## config.mk

```make
export PLATFORM = sky130hd
export DESIGN_NAME = prof_ctl_reg
export DESIGN_NICKNAME = d
export VERILOG_FILES = /design/src/rtl/prof_ctl_pkg.sv /design/src/rtl/prof_acc_chk.sv /design/src/rtl/prof_fld_store.sv /design/src/rtl/prof_eff_calc.sv /design/src/rtl/prof_ctl_reg.sv
export SDC_FILE = /design/constraint.sdc
export NUM_CORES = 1
export LEC_CHECK = 0
export BUFFER_PORTS_ARGS = -buffer_cell sky130_fd_sc_hd__buf_2
export CORE_MARGIN = 4
export CORE_UTILIZATION = 33
export CTS_CLUSTER_SIZE = 16
export DETAILED_ROUTE_END_ITERATION = 8
export PLACE_DENSITY = 0.95
export SYNTH_ARGS = -nofsm -noshare
export SYNTH_HDL_FRONTEND = slang
export SYNTH_SLANG_ARGS = --single-unit
```

## constraint.sdc

```tcl
create_clock -name clk -period 1.55 [get_ports clk]
set_clock_uncertainty 0.15 [all_clocks]
set_input_delay 0.0775 -clock clk [delete_from_list [all_inputs] [get_ports clk]]
set_output_delay 0.0775 -clock clk [all_outputs]
set_load 0.005 [all_outputs]
```

## src/rtl/prof_ctl_pkg.sv

```systemverilog
package prof_ctl_pkg;
  typedef enum logic [1:0] {
    ACC_DONE  = 2'b00,
    ACC_UNDEF = 2'b01,
    ACC_TRAP2 = 2'b10,
    ACC_TRAP3 = 2'b11
  } acc_res_e;

  localparam logic [5:0] TRAP_CLASS = 6'h18;

  localparam int unsigned B_PPTR = 11;
  localparam int unsigned B_KEXC = 10;
  localparam int unsigned B_EXC  = 8;
  localparam int unsigned B_TSEL = 6;
  localparam int unsigned B_TSEN = 5;
  localparam int unsigned B_PAEN = 4;
  localparam int unsigned B_CXEN = 3;
  localparam int unsigned B_L2S  = 1;
  localparam int unsigned B_L0S  = 0;

  typedef struct packed {
    logic       pptr;
    logic       kexc;
    logic [1:0] exc;
    logic [1:0] tsel;
    logic       tsen;
    logic       paen;
    logic       cxen;
    logic       l2s;
    logic       l0s;
  } prof_fields_t;
endpackage

```

## src/rtl/prof_acc_chk.sv

```systemverilog
module prof_acc_chk
  import prof_ctl_pkg::*;
(
  input  logic       clk,
  input  logic       rst_n,
  input  logic       feat_ok,
  input  logic [1:0] lvl,
  input  logic       nv_trap,
  input  logic       l3_trap,
  input  logic       undef_prio,
  input  logic       undef_alt,
  output acc_res_e   res,
  output logic [5:0] cls
);
  always_comb begin
    res = ACC_UNDEF;
    if (feat_ok) begin
      unique case (lvl)
        2'd0: res = ACC_UNDEF;
        2'd1: res = nv_trap ? ACC_TRAP2 : ACC_UNDEF;
        2'd2: begin
          if (l3_trap && undef_prio)  res = ACC_UNDEF;
          else if (l3_trap)           res = undef_alt ? ACC_UNDEF : ACC_TRAP3;
          else                        res = ACC_DONE;
        end
        default: res = ACC_DONE;
      endcase
    end
  end

  always_comb begin
    cls = '0;
    if (res == ACC_TRAP2 || res == ACC_TRAP3) cls = TRAP_CLASS;
  end


  lvl0_undef_chk: assert property (@(posedge clk) disable iff (!rst_n)
    (lvl == 2'd0 || !feat_ok) |-> res == ACC_UNDEF);

  lvl3_done_chk: assert property (@(posedge clk) disable iff (!rst_n)
    (feat_ok && lvl == 2'd3) |-> res == ACC_DONE);

  trap_cls_chk: assert property (@(posedge clk) disable iff (!rst_n)
    (res == ACC_TRAP2 || res == ACC_TRAP3) |-> cls == TRAP_CLASS);
endmodule

```

## src/rtl/prof_fld_store.sv

```systemverilog
module prof_fld_store
  import prof_ctl_pkg::*;
#(
  parameter int unsigned DATA_W     = 64,
  parameter bit          HAS_CNTEXT = 1'b1,
  parameter bit          HAS_PPTR   = 1'b1,
  parameter bit          HAS_EXC    = 1'b1
) (
  input  logic              clk,
  input  logic              rst_n,
  input  logic              wr_en,
  input  logic [DATA_W-1:0] wdata,
  output logic [DATA_W-1:0] q
);
  function automatic logic [DATA_W-1:0] mk_mask();
    logic [DATA_W-1:0] m;
    m = '0;
    m[B_PPTR]     = HAS_PPTR;
    m[B_KEXC]     = HAS_EXC;
    m[B_EXC+1]    = HAS_EXC;
    m[B_EXC]      = HAS_EXC;
    m[B_TSEL+1]   = HAS_CNTEXT;
    m[B_TSEL]     = 1'b1;
    m[B_TSEN]     = 1'b1;
    m[B_PAEN]     = 1'b1;
    m[B_CXEN]     = 1'b1;
    m[B_L2S]      = 1'b1;
    m[B_L0S]      = 1'b1;
    return m;
  endfunction

  localparam logic [DATA_W-1:0] WMASK = mk_mask();

  logic [DATA_W-1:0] q_nxt;

  always_comb begin
    q_nxt = q;
    if (wr_en) q_nxt = wdata & WMASK;
  end

  always_ff @(posedge clk or negedge rst_n) begin
    if (!rst_n)     q <= '0;
    else if (wr_en) q <= q_nxt;
  end


  rsvd_zero_chk: assert property (@(posedge clk) disable iff (!rst_n)
    (q & ~WMASK) == '0);
endmodule

```

## src/rtl/prof_eff_calc.sv

```systemverilog
module prof_eff_calc
  import prof_ctl_pkg::*;
(
  input  logic         clk,
  input  logic         rst_n,
  input  prof_fields_t st,
  input  logic [1:0]   l3_exc_ctl,
  input  logic         l2_present,
  input  logic         l2_enabled,
  input  logic         secure_nol2,
  input  logic         l2_owns_buf,
  input  logic [1:0]   own_ctl,
  output prof_fields_t eff
);
  logic l2_active;
  logic own_clr;

  assign l2_active = l2_present && l2_enabled;
  assign own_clr   = (own_ctl != 2'b00);

  always_comb begin
    eff = st;
    if (l3_exc_ctl == 2'b00)               eff.exc = 2'b00;
    else if (!l2_present || secure_nol2)   eff.exc = 2'b01;
    if (!l2_active) begin
      eff.paen = 1'b1;
      eff.tsel = 2'b01;
    end
    if (!l2_active || l2_owns_buf)         eff.pptr = 1'b1;
    if (own_clr) begin
      eff.l2s = 1'b0;
      eff.l0s = 1'b0;
    end
  end


  exc_off_chk: assert property (@(posedge clk) disable iff (!rst_n)
    (l3_exc_ctl == 2'b00) |-> eff.exc == 2'b00);

  own_clr_chk: assert property (@(posedge clk) disable iff (!rst_n)
    (own_ctl != 2'b00) |-> (!eff.l2s && !eff.l0s));

  pa_force_chk: assert property (@(posedge clk) disable iff (!rst_n)
    !(l2_present && l2_enabled) |-> (eff.paen && eff.pptr));
endmodule

```

## src/rtl/prof_ctl_reg.sv

```systemverilog
module prof_ctl_reg
  import prof_ctl_pkg::*;
#(
  parameter int unsigned DATA_W     = 64,
  parameter int unsigned LVL_W      = 2,
  parameter int unsigned CLS_W      = 6,
  parameter bit          HAS_CNTEXT = 1'b1,
  parameter bit          HAS_PPTR   = 1'b1,
  parameter bit          HAS_EXC    = 1'b1
) (
  input  logic              clk,
  input  logic              rst_n,
  input  logic              req_valid,
  input  logic              req_write,
  input  logic [LVL_W-1:0]  req_lvl,
  input  logic [DATA_W-1:0] req_wdata,
  input  logic              cfg_feat_present,
  input  logic              cfg_nv_trap,
  input  logic              cfg_l3_trap,
  input  logic              cfg_undef_prio,
  input  logic              cfg_undef_alt,
  input  logic [1:0]        cfg_l3_exc_ctl,
  input  logic              cfg_l2_present,
  input  logic              cfg_l2_enabled,
  input  logic              cfg_secure_nol2,
  input  logic              cfg_l2_owns_buf,
  input  logic [1:0]        cfg_own_ctl,
  output logic [1:0]        rsp_outcome,
  output logic [CLS_W-1:0]  rsp_class,
  output logic [DATA_W-1:0] rsp_rdata,
  output logic              eff_pptr,
  output logic              eff_kexc,
  output logic [1:0]        eff_exc,
  output logic [1:0]        eff_tsel,
  output logic              eff_tsen,
  output logic              eff_paen,
  output logic              eff_cxen,
  output logic              eff_l2spe,
  output logic              eff_l0spe
);
  acc_res_e          acc_res;
  logic [5:0]        acc_cls;
  logic              wr_en;
  logic [DATA_W-1:0] stored_q;
  logic [DATA_W-1:0] view_q;
  prof_fields_t      st_f;
  prof_fields_t      eff_f;

  prof_acc_chk u_acc (
    .clk        (clk),
    .rst_n      (rst_n),
    .feat_ok    (cfg_feat_present),
    .lvl        (req_lvl),
    .nv_trap    (cfg_nv_trap),
    .l3_trap    (cfg_l3_trap),
    .undef_prio (cfg_undef_prio),
    .undef_alt  (cfg_undef_alt),
    .res        (acc_res),
    .cls        (acc_cls)
  );

  assign wr_en = req_valid && req_write && (acc_res == ACC_DONE);

  prof_fld_store #(
    .DATA_W     (DATA_W),
    .HAS_CNTEXT (HAS_CNTEXT),
    .HAS_PPTR   (HAS_PPTR),
    .HAS_EXC    (HAS_EXC)
  ) u_store (
    .clk   (clk),
    .rst_n (rst_n),
    .wr_en (wr_en),
    .wdata (req_wdata),
    .q     (stored_q)
  );

  always_comb begin
    view_q = stored_q;
    if (cfg_own_ctl != 2'b00) begin
      view_q[B_L2S] = 1'b0;
      view_q[B_L0S] = 1'b0;
    end
  end

  assign st_f = '{pptr: stored_q[B_PPTR], kexc: stored_q[B_KEXC],
                  exc: stored_q[B_EXC+1:B_EXC], tsel: stored_q[B_TSEL+1:B_TSEL],
                  tsen: stored_q[B_TSEN], paen: stored_q[B_PAEN],
                  cxen: stored_q[B_CXEN], l2s: stored_q[B_L2S], l0s: stored_q[B_L0S]};

  prof_eff_calc u_eff (
    .clk         (clk),
    .rst_n       (rst_n),
    .st          (st_f),
    .l3_exc_ctl  (cfg_l3_exc_ctl),
    .l2_present  (cfg_l2_present),
    .l2_enabled  (cfg_l2_enabled),
    .secure_nol2 (cfg_secure_nol2),
    .l2_owns_buf (cfg_l2_owns_buf),
    .own_ctl     (cfg_own_ctl),
    .eff         (eff_f)
  );

  assign rsp_outcome = acc_res;
  assign rsp_class   = CLS_W'(acc_cls);
  assign rsp_rdata   = (req_valid && !req_write && acc_res == ACC_DONE) ? view_q : '0;

  assign eff_pptr  = eff_f.pptr;
  assign eff_kexc  = eff_f.kexc;
  assign eff_exc   = eff_f.exc;
  assign eff_tsel  = eff_f.tsel;
  assign eff_tsen  = eff_f.tsen;
  assign eff_paen  = eff_f.paen;
  assign eff_cxen  = eff_f.cxen;
  assign eff_l2spe = eff_f.l2s;
  assign eff_l0spe = eff_f.l0s;


  wr_block_chk: assert property (@(posedge clk) disable iff (!rst_n)
    (req_valid && req_write && rsp_outcome != 2'b00) |=> $stable(stored_q));
endmodule

```

# --- After elaboration in Yosys (flattened, before gate mapping) ---
# Cells that the tools add are included.
totals:
  wordCells: 35
  reg_bits: 11
  output_inout_bits: 83
  inputBits: 83
classes:
  n_reduce_logical: 16
  n_mux: 14
  eq_ne: 4
op_table:
  columns: ["op", "count"]
  rows:
  - ["2-bit two-way mux", 9]
  - ["12-bit two-way mux", 1]
  - ["2-bit == test (second input constant)", 3]
  - ["1-bit logical AND", 6]
  - ["2-bit logical NOT", 3]
  - ["2-bit one-hot mux with 3 select lines", 1]
  - ["5-bit two-way mux", 1]
  - ["1-bit logical NOT", 3]
  - ["1-bit logical OR", 3]
  - ["2-bit by 1-bit == test with 1-bit output (second input constant)", 1]
  - ["1-bit two-way mux", 2]
  - ["2-bit nonzero test", 1]

# --- Logic depth before layout (Yosys ltp) ---
# Gate-level depths: netlist of run 1.
logic_depth:
  ltp_word: 8
  mapped_depth: 5
  ltp_nobuf: 4

# --- Hierarchy ---
# Synthesis of run 1 repeated with hierarchy kept, for this count alone.
unflattened:
  cells_unflattened: 178
  area_unflattened_um2: 1569.0
modules_own_cells:
  columns: ["module", "seq_area_each_um2", "instances", "area_per_inst_um2", "cells_each"]
  rows:
  - ["prof_fld_store", 275.3, 1, 849.6, 77]
  - ["prof_ctl_reg", 0.0, 1, 533.0, 74]
  - ["prof_eff_calc", 0.0, 1, 93.8, 14]
  - ["prof_acc_chk", 0.0, 1, 92.6, 13]

# --- Least setup slack after synthesis of run 1 ---
# OpenSTA, ideal clock, no wires.
synth_path:
  path_type: "input-to-reg"
  from: "input cfg_undef_prio"
  to: "register u_store.q[0]"
  path_buffers: 1
  required_time_ns: 1.275
  setup_ns: 0.125
  setup_slack_ns: 0.206
  path_stages: 5
  arrival_time_ns: 1.068
  path_cell_list: "and4bb_1 a21boi_2 nand4_2 buf_6 mux2_4"
synth_between:
  elab_chain_len: 6
synth_rtl:
  columns: ["element", "line_no", "text"]
  rows:
  - ["start: declaration", "prof_ctl_reg.sv:20", "input logic cfg_undef_prio,"]
  - ["1-bit logical AND", "prof_acc_chk.sv:22", "if (l3_trap && undef_prio) res = ACC_UNDEF;"]
  - ["2-bit two-way mux", "prof_acc_chk.sv:22", null]
  - ["2-bit one-hot mux with 3 select lines", "prof_acc_chk.sv:18", "unique case (lvl)"]
  - ["2-bit two-way mux", "prof_acc_chk.sv:17", "if (feat_ok) begin"]
  - ["2-bit logical NOT", "prof_ctl_reg.sv:62", "assign wr_en = req_valid && req_write && (acc_res == ACC_DONE);"]
  - ["1-bit logical AND", "prof_ctl_reg.sv:62", null]
  - ["end signal: assignment", "prof_fld_store.sv:43", "else if (wr_en) q <= q_nxt;"]
  - ["end: declaration", "prof_fld_store.sv:13", "output logic [DATA_W-1:0] q"]
# No other way between the ends.
# A chain may end at the register's enable or synchronous reset.

# --- Final worst setup path of run 1 ---
layout_path:
  from: "input cfg_feat_present"
  to: "output rsp_rdata[1]"
layout_between:
  elab_chain_len: 4
layout_rtl:
  columns: ["element", "line_no", "text"]
  rows:
  - ["start: declaration", "prof_ctl_reg.sv:17", "input logic cfg_feat_present,"]
  - ["2-bit two-way mux", "prof_acc_chk.sv:17", null]
  - ["2-bit logical NOT", "prof_ctl_reg.sv:105", "assign rsp_rdata = (req_valid && !req_write && acc_res == ACC_DONE) ? view_q : '0;"]
  - ["1-bit logical AND", "prof_ctl_reg.sv:105", null]
  - ["12-bit two-way mux", "prof_ctl_reg.sv:105", null]
  - ["end: declaration", "prof_ctl_reg.sv:30", "output logic [DATA_W-1:0] rsp_rdata,"]
# No other way between the ends.

==> results.cfg, run 1 <==
[drt]
wire_per_inst_um = 10.8
drtIter0Drc = 15
route.detailed.drc = 0
viasPerCell = 3.88
wl_um = 2630
dr.pass1.iters = 4
dr_total_vias = 942
ant_nets = 0

[floorplanning]
rows = 21
core_region_area_sq_um = 3360
dieWidth_um = 67.1
die_area_sq_um = 4500
io_pins = 166
die-height_um = 67.1
start_util_pct = 34.3

[worst_setup_path]
crit_chain = buf_2 > and4bb_1 > a21boi_2 > nand2_4 > nor3b_1 > buf_2
crit_arrival_ns = 1.18
critPathKind = in -> out
cp_num_buf_inv = 2
crit_path_start_kind = input port
crit_required_ns = 1.32
max_stage_delay_ns = 0.26
cp_max_fo = 11
cp_top_family = simple AND/OR/NAND/NOR gates
endpoint_kind = output pin
crit_top_cell = buf_2
critical_path.slowest_cell = a21boi_2

[grt]
grt_pass1_vias = 815
top_usage_layer = met2
grt_max_degree = 12
grt_overflow = 0
grt_use_total_pct = 11.6
antenna_found_initial = 0
grt_util_met1_pct = 12.4
grtUsageMet2_pct = 21.1
grt_first_pass_wirelength_um = 3940
grt_use_met3_pct = 2.53

[yosys]
synthTopCellsByArea = buf_4, dfrtp_1, mux2_4
netlist_area_sq_um = 1150
ys.warnings.count = 0
synth_edf_count = 0
synth-xor-area-share_pct = 0
synth-seq-area-share_pct = 23.9
yosys-top-cells-count = buf_4, dfrtp_1, nand2_1
synth_seq_cells = 11
synth_top_family_by_area = buffers and inverters
synth_top_area_share_pct = 37.8
async_flop_share_pct = 100
yosys.area_share.simple_pct = 17.6
synthDistinctLibCells = 27
syn_avg_cell_area_sq_um = 8.86
synth_compound_area_share_pct = 2.61
yosysTopAreaCell = buf_4
synth_mux_area_share_pct = 14.0
synthAdderAreaFrac_pct = 0
synth_ff_type = dfrtp_1
synthCells = 130
yosysMostFrequentCell = buf_4

[sta]
min_period_ns = 1.41
rsz0062_at_grt = false
hold_viol = 0
slew_viol_final = 0
post-route-period-util_pct = 90.6
setup_tns_ns = 0
fmax_mhz = 712
finalSetupViolCount = 0
whs_ns = 0.0644

[power_and_ir_drop]
peakVddDrop_mv = 0.428
p_per_area_nw_per_um2 = 695
p_leak_nw = 0.841

[cts]
cts_buffers = 3
path_clk_slew_ns = 0.07
cts_tree = built
cts.path.max_buffers = 2
root_buffer = clkbuf_4
clock_sinks = 11
clock_latency_ns = 0.27
htree_levels = 1

[layout]
largestRegisters = u_store.q (11)
top_register = u_store.q
stdcell_count = 243
num-fill-cells = 322
fin_area_sq_um = 1420
syn_to_final_growth_pct = 22.9
largest_register_ffs = 11
nets = 281
diodes = 0
layout-drive-gt1-share_pct = 38.6

[place]
post-place-cells = 227
post_dp_cell_area_sq_um = 1260
dp_hpwl_um = 2120
portBuffers = 55
place_congestion = 0.711

[job]
drv_cap = 0

[outcome]
status = finished, final reports clean

[hold_path]
hp-class = in -> async
## final cells by class
class	count	area, sq um	area share, %
inverters	5	18.8	1.33
clock buffers	4	26.3	1.86
flip-flops and latches	11	275	19.4
multi-input cells	108	616	43.5
well taps	46	57.6	4.06
repair buffers	69	423	29.9
## layer usage
layer	up-vias	wire (um)	share of wire [%]
met5	-	0	0
li1	441	-	-
met1	424	860	33
met3	4	342	13
met2	73	1380	53
met4	0	41	1.6
## layout by cell type (no fill, tap or decap), types with 3 or more instances in the layout
cell type and n:
clkbuf_4 3, dlygate4sd3_1 12, nor3_1 9, conb_1 57, inv_1 5, mux2_4 10
nand2_1 10, buf_2 55, dfrtp_1 11
## final timing paths
kind                                  start       endpoint  slack (ns)  cells past startpoint
min                                   rst_n   u_store.q[9]        0.06                      2
min reg2reg                    u_store.q[0]   u_store.q[0]        0.36                      1
min in group clk            cfg_secure_nol2     eff_exc[1]        0.25                      3
max in group asynchronous             rst_n   u_store.q[0]        0.99                      2
max reg2reg                   u_store.q[10]  u_store.q[10]        0.59                      1
max                        cfg_feat_present   rsp_rdata[1]        0.14                      6
## logic make-up after synthesis
kind of cell	after synthesis
AND/OR/NAND/NOR	36
multiplexers	11
other	1
buffers and inverters	67
flip-flops	11
AO/OA/AOI/OAI	4
## metrics by stage
stage                     setup slack, ns  total power [mW]  util [%]
after floorplan                     0.206             0.729         -
after global placement            -0.0185             0.743      37.5
after detailed placement          0.00543             0.759      37.5
after CTS                          0.0861             0.979      42.0
after global routing               0.0173              1.05      42.1
final                               0.145             0.984      42.1
## power breakdown
part	total (mW)	internal, mW	leakage [nW]	switching [mW]
clock	0.197	0.0997	0.0150	0.0971
sequential	0.423	0.363	0.132	0.0598
combinational	0.364	0.209	0.695	0.155
## timing repair
action | 4_1_cts | 5_1_grt
pin swaps | 0 | 0
endpoints found under the hold margin | 22 | 0
gates resized for setup | 1 | 1
endpoints found under the setup margin | 1 | 3
setup buffers | 0 | 0
hold buffers | 12 | 0
(Power assumes the default switching activity.)
==> run 2: changes to the inputs <==
Settings changed: ABC_AREA set to 1.
==> run 2 against run 1 <==
Combinational power fell by 18%. Final cell count rose by 16%. Clock-buffer cell count stayed put. Via count grew 12%. Die area grew 0.37%. Final area barely moved. Core utilization about the same. Total power shrank 9.7%. Synthesized area increased by 0.43%. Hold slack got worse by 0.017 ns. Sequential power decreased by 6.4%. First-iteration DRC count up 93%. Largest cell class unchanged.
==> results.cfg, run 2 <==
[worst_setup_path]
crit_path_start_kind = flip-flop
crit_start = u_store.q[8]
crit_arrival_ns = 1.12
critPathKind = reg -> out
crit_required_ns = 1.32
cp_max_fo = 3
endpoint_kind = output pin
worstReg2RegStart = u_store.q[3]
r2r_cells = 2

[layout]
num-fill-cells = 372
stdcell_count = 283
diodes = 0
largestRegisters = u_store.q (11)
multi_input_area_sq_um = 536
mostFrequentLayoutCell = conb_1
final_cell_mix = conb_1, buf_2, nand2_1, inv_1, nor2_1
seq_area_sq_um = 275
layout-drive-gt1-share_pct = 28.7
largest_register_ffs = 11
top_register = u_store.q
nets = 321
syn_to_final_growth_pct = 22.5

[yosys]
synth_mux_area_share_pct = 0
synth_seq_cells = 11
yosysTopAreaCell = buf_4
yosys-top-cells-count = buf_4, nand2_1, inv_1
synth_compound_area_share_pct = 1.19
synthAdderAreaFrac_pct = 0
ys.warnings.count = 0
synth_ff_type = dfrtp_1
synthTopCellsByArea = buf_4, dfrtp_1, nand2_1
synthDistinctLibCells = 18
yosysMostFrequentCell = buf_4
netlist_area_sq_um = 1160
synth_edf_count = 0
synth_top_area_share_pct = 38.3
synth-seq-area-share_pct = 23.8
yosys.area_share.simple_pct = 26.6
async_flop_share_pct = 100
synth_top_family_by_area = buffers and inverters
synthCells = 167
synth-xor-area-share_pct = 0
syn_avg_cell_area_sq_um = 6.93

[job]
drv_cap = 0

[floorplanning]
dieWidth_um = 67.2
die-height_um = 67.2
core_region_area_sq_um = 3360
start_util_pct = 34.4
die_area_sq_um = 4520
io_pins = 166
rows = 21

[grt]
grt_pass1_vias = 971
grt_overflow = 0
antenna_found_initial = 0
grt_max_degree = 12
grt_first_pass_wirelength_um = 3950
grt_use_total_pct = 11.3

[power_and_ir_drop]
swShare_pct = 34.7
p_switching_mw = 0.308
p_leak_nw = 0.930
intPower_mw = 0.581
peakVddDrop_mv = 0.186
p_comb_share_pct = 33.6
seqPwrFrac_pct = 44.6
p_per_area_nw_per_um2 = 627
pwr-share-clk_pct = 21.8

[drt]
dr_total_vias = 1059
dr.pass1.iters = 2
wire_per_inst_um = 9.45
drtIter0Drc = 29
ant_nets = 0
viasPerCell = 3.74
route.detailed.drc = 0
wl_um = 2670

[cts]
cts_buffers = 3
cts_resized = 0
cts_tree = built
clock_sinks = 11
cts.path.max_buffers = 2
htree_levels = 1
clock_latency_ns = 0.27
path_clk_slew_ns = 0.07
root_buffer = clkbuf_4
post_cts_buffers = 0

[sta]
setup_tns_ns = 0
finalSetupViolCount = 0
hold_viol = 0
fmax_mhz = 742
min_period_ns = 1.35
post-route-period-util_pct = 86.9
rsz0062_at_grt = false
slew_viol_final = 0

[hold_path]
hp-class = in -> async

[outcome]
status = finished, final reports clean

[place]
portBuffers = 55
dp_hpwl_um = 2280
place_congestion = 0.741
post-place-cells = 267
[run 2: power by group through the flow]
| stage | Combinational [mW] | Sequential [mW] | Clock [mW] |
|---|---|---|---|
| after floorplan | 0.265 | 0.390 | 0 |
| after global placement | 0.260 | 0.401 | 0 |
| after global routing | 0.355 | 0.407 | 0.206 |
| after CTS | 0.299 | 0.397 | 0.196 |
| after detailed placement | 0.275 | 0.402 | 0 |
| final | 0.299 | 0.396 | 0.194 |
[run 2: worst max-delay path: stages, from the launching register on]
cell	delay [ns]
dfrtp_1	0.40
o32ai_1	0.26
inv_1	0.06
buf_2	0.12
[run 2: cells by family after synthesis]
| logic type | after synthesis |
|---|---|
| AOI/OAI and AO/OA | 2 |
| buffers and inverters | 85 |
| DFF | 11 |
| other | 1 |
| and+or+nand+nor | 68 |
[run 2: timing repair]
| item | in CTS | in global routing |
|---|---|---|
| hold buffers | 12 | 0 |
| endpoints found under the setup margin | 0 | 0 |
| hold endpoints to repair | 22 | 0 |
[run 2: cell type report]
class	count	area share (%)
multi-input cells	127	37.8
repair buffers	73	31.1
flip-flops and latches	11	19.4
inverters	22	5.83
well taps	46	4.06
clock buffers	4	1.85
[run 2: path summary, 6_finish.rpt]
path	slack, ns	endpoint
worst max-delay path	0.20	eff_exc[0]
worst min-delay path	0.05	u_store.q[3]
worst max register to register	0.76	u_store.q[3]
worst min register to register	0.33	u_store.q[0]
max in group asynchronous	1.00	u_store.q[1]
min in group clk	0.05	u_store.q[0]
[run 2: layer usage]
layer	share of wire [%]	up-vias	GRT usage (%)
li1	-	535	-
met2	49	71	20.6
met3	13	7	1.50
met4	3.3	0	7.09
met5	0	-	0
met1	34	446	12.2
[run 2: per-stage QoR]
stage                     utilization (%)  instance area (sq um)  hold WS (ns)  setup slack, ns  total power [mW]
after CTS                            42.2                   1420        0.0583            0.201             0.893
after floorplan                         -                   1370        -0.368            0.504             0.654
after global placement               37.8                   1270        -0.200            0.267             0.662
final                                42.2                   1420        0.0477            0.203             0.889
after detailed placement             37.8                   1270        -0.194            0.188             0.677
after global routing                 42.2                   1420        0.0852            0.114             0.969
==> run 3: changes to the inputs <==
Settings changed: CORE_ASPECT_RATIO set to 0.6, CORE_MARGIN 4 to unset, GPL_ROUTABILITY_DRIVEN set to 0.
==> run 3 against run 2 <==
Hold slack better by 0.067 ns. Via count fell by 0.76%. Non-clock buffer count shrank 2. Final area increased by 0.18%. Sequential power rose by 2%. Worst setup slack better by 0.040 ns. Critical endpoint unchanged. First-iteration DRC count is 21% lower. Register-to-register slack barely moved. Global-route usage grew 1.2 points. Combinational power shrank 1%.
==> results.cfg, run 3 (synthesis gave the netlist of run 2 again) <==
[floorplanning]
rows = 16
io_pins = 166
die-height_um = 47.9
core_region_area_sq_um = 3300
start_util_pct = 35.0
dieWidth_um = 78.5
die_area_sq_um = 3760

[layout]
largestRegisters = u_store.q (11)
layout-drive-gt1-share_pct = 28.1
mostFrequentLayoutCell = conb_1
top_register = u_store.q
diodes = 0
seq_area_sq_um = 275
final_cell_mix = conb_1, buf_2, nand2_1, inv_1, nor2_1
num-fill-cells = 352
multi_input_area_sq_um = 536
stdcell_count = 280
syn_to_final_growth_pct = 22.7
nets = 319
largest_register_ffs = 11

[place]
post-place-cells = 264
portBuffers = 55
dp_hpwl_um = 2020

[sta]
setup_tns_ns = 0
min_period_ns = 1.31
fmax_mhz = 765
slew_viol_final = 0
post-route-period-util_pct = 84.4
rsz0062_at_grt = false
hold_viol = 0
finalSetupViolCount = 0

[drt]
route.detailed.drc = 0
dr_total_vias = 1051
drtIter0Drc = 23
viasPerCell = 3.75
wire_per_inst_um = 9.30
ant_nets = 0
wl_um = 2600
dr.pass1.iters = 4

[worst_setup_path]
critPathKind = reg -> out
critical_path.slowest_cell = dfrtp_1
crit_path_start_kind = flip-flop
endpoint_kind = output pin
crit_arrival_ns = 1.08
max_stage_delay_ns = 0.39
cp_max_fo = 3
crit_required_ns = 1.32
crit_chain = o32ai_1 > inv_1 > buf_2

[power_and_ir_drop]
peakVddDrop_mv = 0.283
p_per_area_nw_per_um2 = 690
p_leak_nw = 0.929

[grt]
antenna_found_initial = 0
grt_first_pass_wirelength_um = 3460
grt_pass1_vias = 752
grt_use_total_pct = 12.5
grt_overflow = 0
grt_max_degree = 13

[cts]
htree_levels = 1
cts_tree = built
path_clk_slew_ns = 0.05
cts_buffers = 3
cts.path.max_buffers = 2
clock_sinks = 11
root_buffer = clkbuf_8
clock_latency_ns = 0.23

[hold_path]
hp-class = in -> async

[job]
drv_cap = 0

[outcome]
status = finished, final reports clean
-- run 3: changes by cell type in the layout (fill, tap and decap cells not counted), sizes merged --
cell,delta
buf,-2
-- run 3: metrics by stage --
step	setup slack [ns]	hold slack, ns	cell area, sq um	power, mW	util (%)
global route	0.133	0.144	1420	1.05	43.0
CTS	0.239	0.0948	1420	0.977	43.0
detailed placement	0.255	-0.198	1250	0.673	38.0
global placement	0.301	-0.201	1250	0.663	38.0
finish	0.242	0.114	1420	0.980	43.0
floorplan	0.504	-0.368	1370	0.654	-
-- run 3: critical path, delay by kind of cell (launching register included) --
| kind | cells | cell delay [ns] |
|---|---|---|
| flops | 1 | 0.39 |
| buf+inv | 2 | 0.19 |
| compound gates | 1 | 0.26 |
-- run 3: area by class of cell --
cell class / count / share of cell area (%)
timing repair buffer: 71 / 30.0
sequential: 11 / 19.4
clock buffer: 4 / 3.17
tap: 45 / 3.96
inverter: 22 / 5.81
multi-input combinational: 127 / 37.7
-- run 3: path summary, 6_finish.rpt --
check                           slack [ns]  cells after the start        startpoint             to
worst max-delay path                  0.24                      3      u_store.q[8]     eff_exc[0]
worst min-delay path                  0.11                      2             rst_n   u_store.q[8]
worst max register to register        0.76                      2     u_store.q[10]  u_store.q[10]
worst min register to register        0.34                      2      u_store.q[0]   u_store.q[0]
max in group asynchronous             0.94                      2             rst_n   u_store.q[0]
min in group clk                      0.21                      5  cfg_feat_present   u_store.q[9]
-- run 3: where the power goes --
part / internal [mW] / switching [mW] / total [mW]
sequential: 0.352 / 0.0501 / 0.402
clock: 0.180 / 0.103 / 0.283
combinational: 0.127 / 0.168 / 0.295
total: 0.659 / 0.321 / 0.980
-- run 3: timing repair --
action,4_1_cts,5_1_grt
gates resized for setup,0,0
hold buffers,12,0
hold endpoints to repair,22,0
buffers inserted,0,0
-- run 3: metal layers --
| metal | global-route usage (%) | up-vias | share of wire, % |
|---|---|---|---|
| li1 | - | 532 | - |
| met2 | 22.1 | 53 | 51 |
| met4 | 7.78 | 0 | 1.9 |
| met5 | 0 | - | 0 |
| met3 | 1.14 | 6 | 5.1 |
| met1 | 15.7 | 460 | 42 |
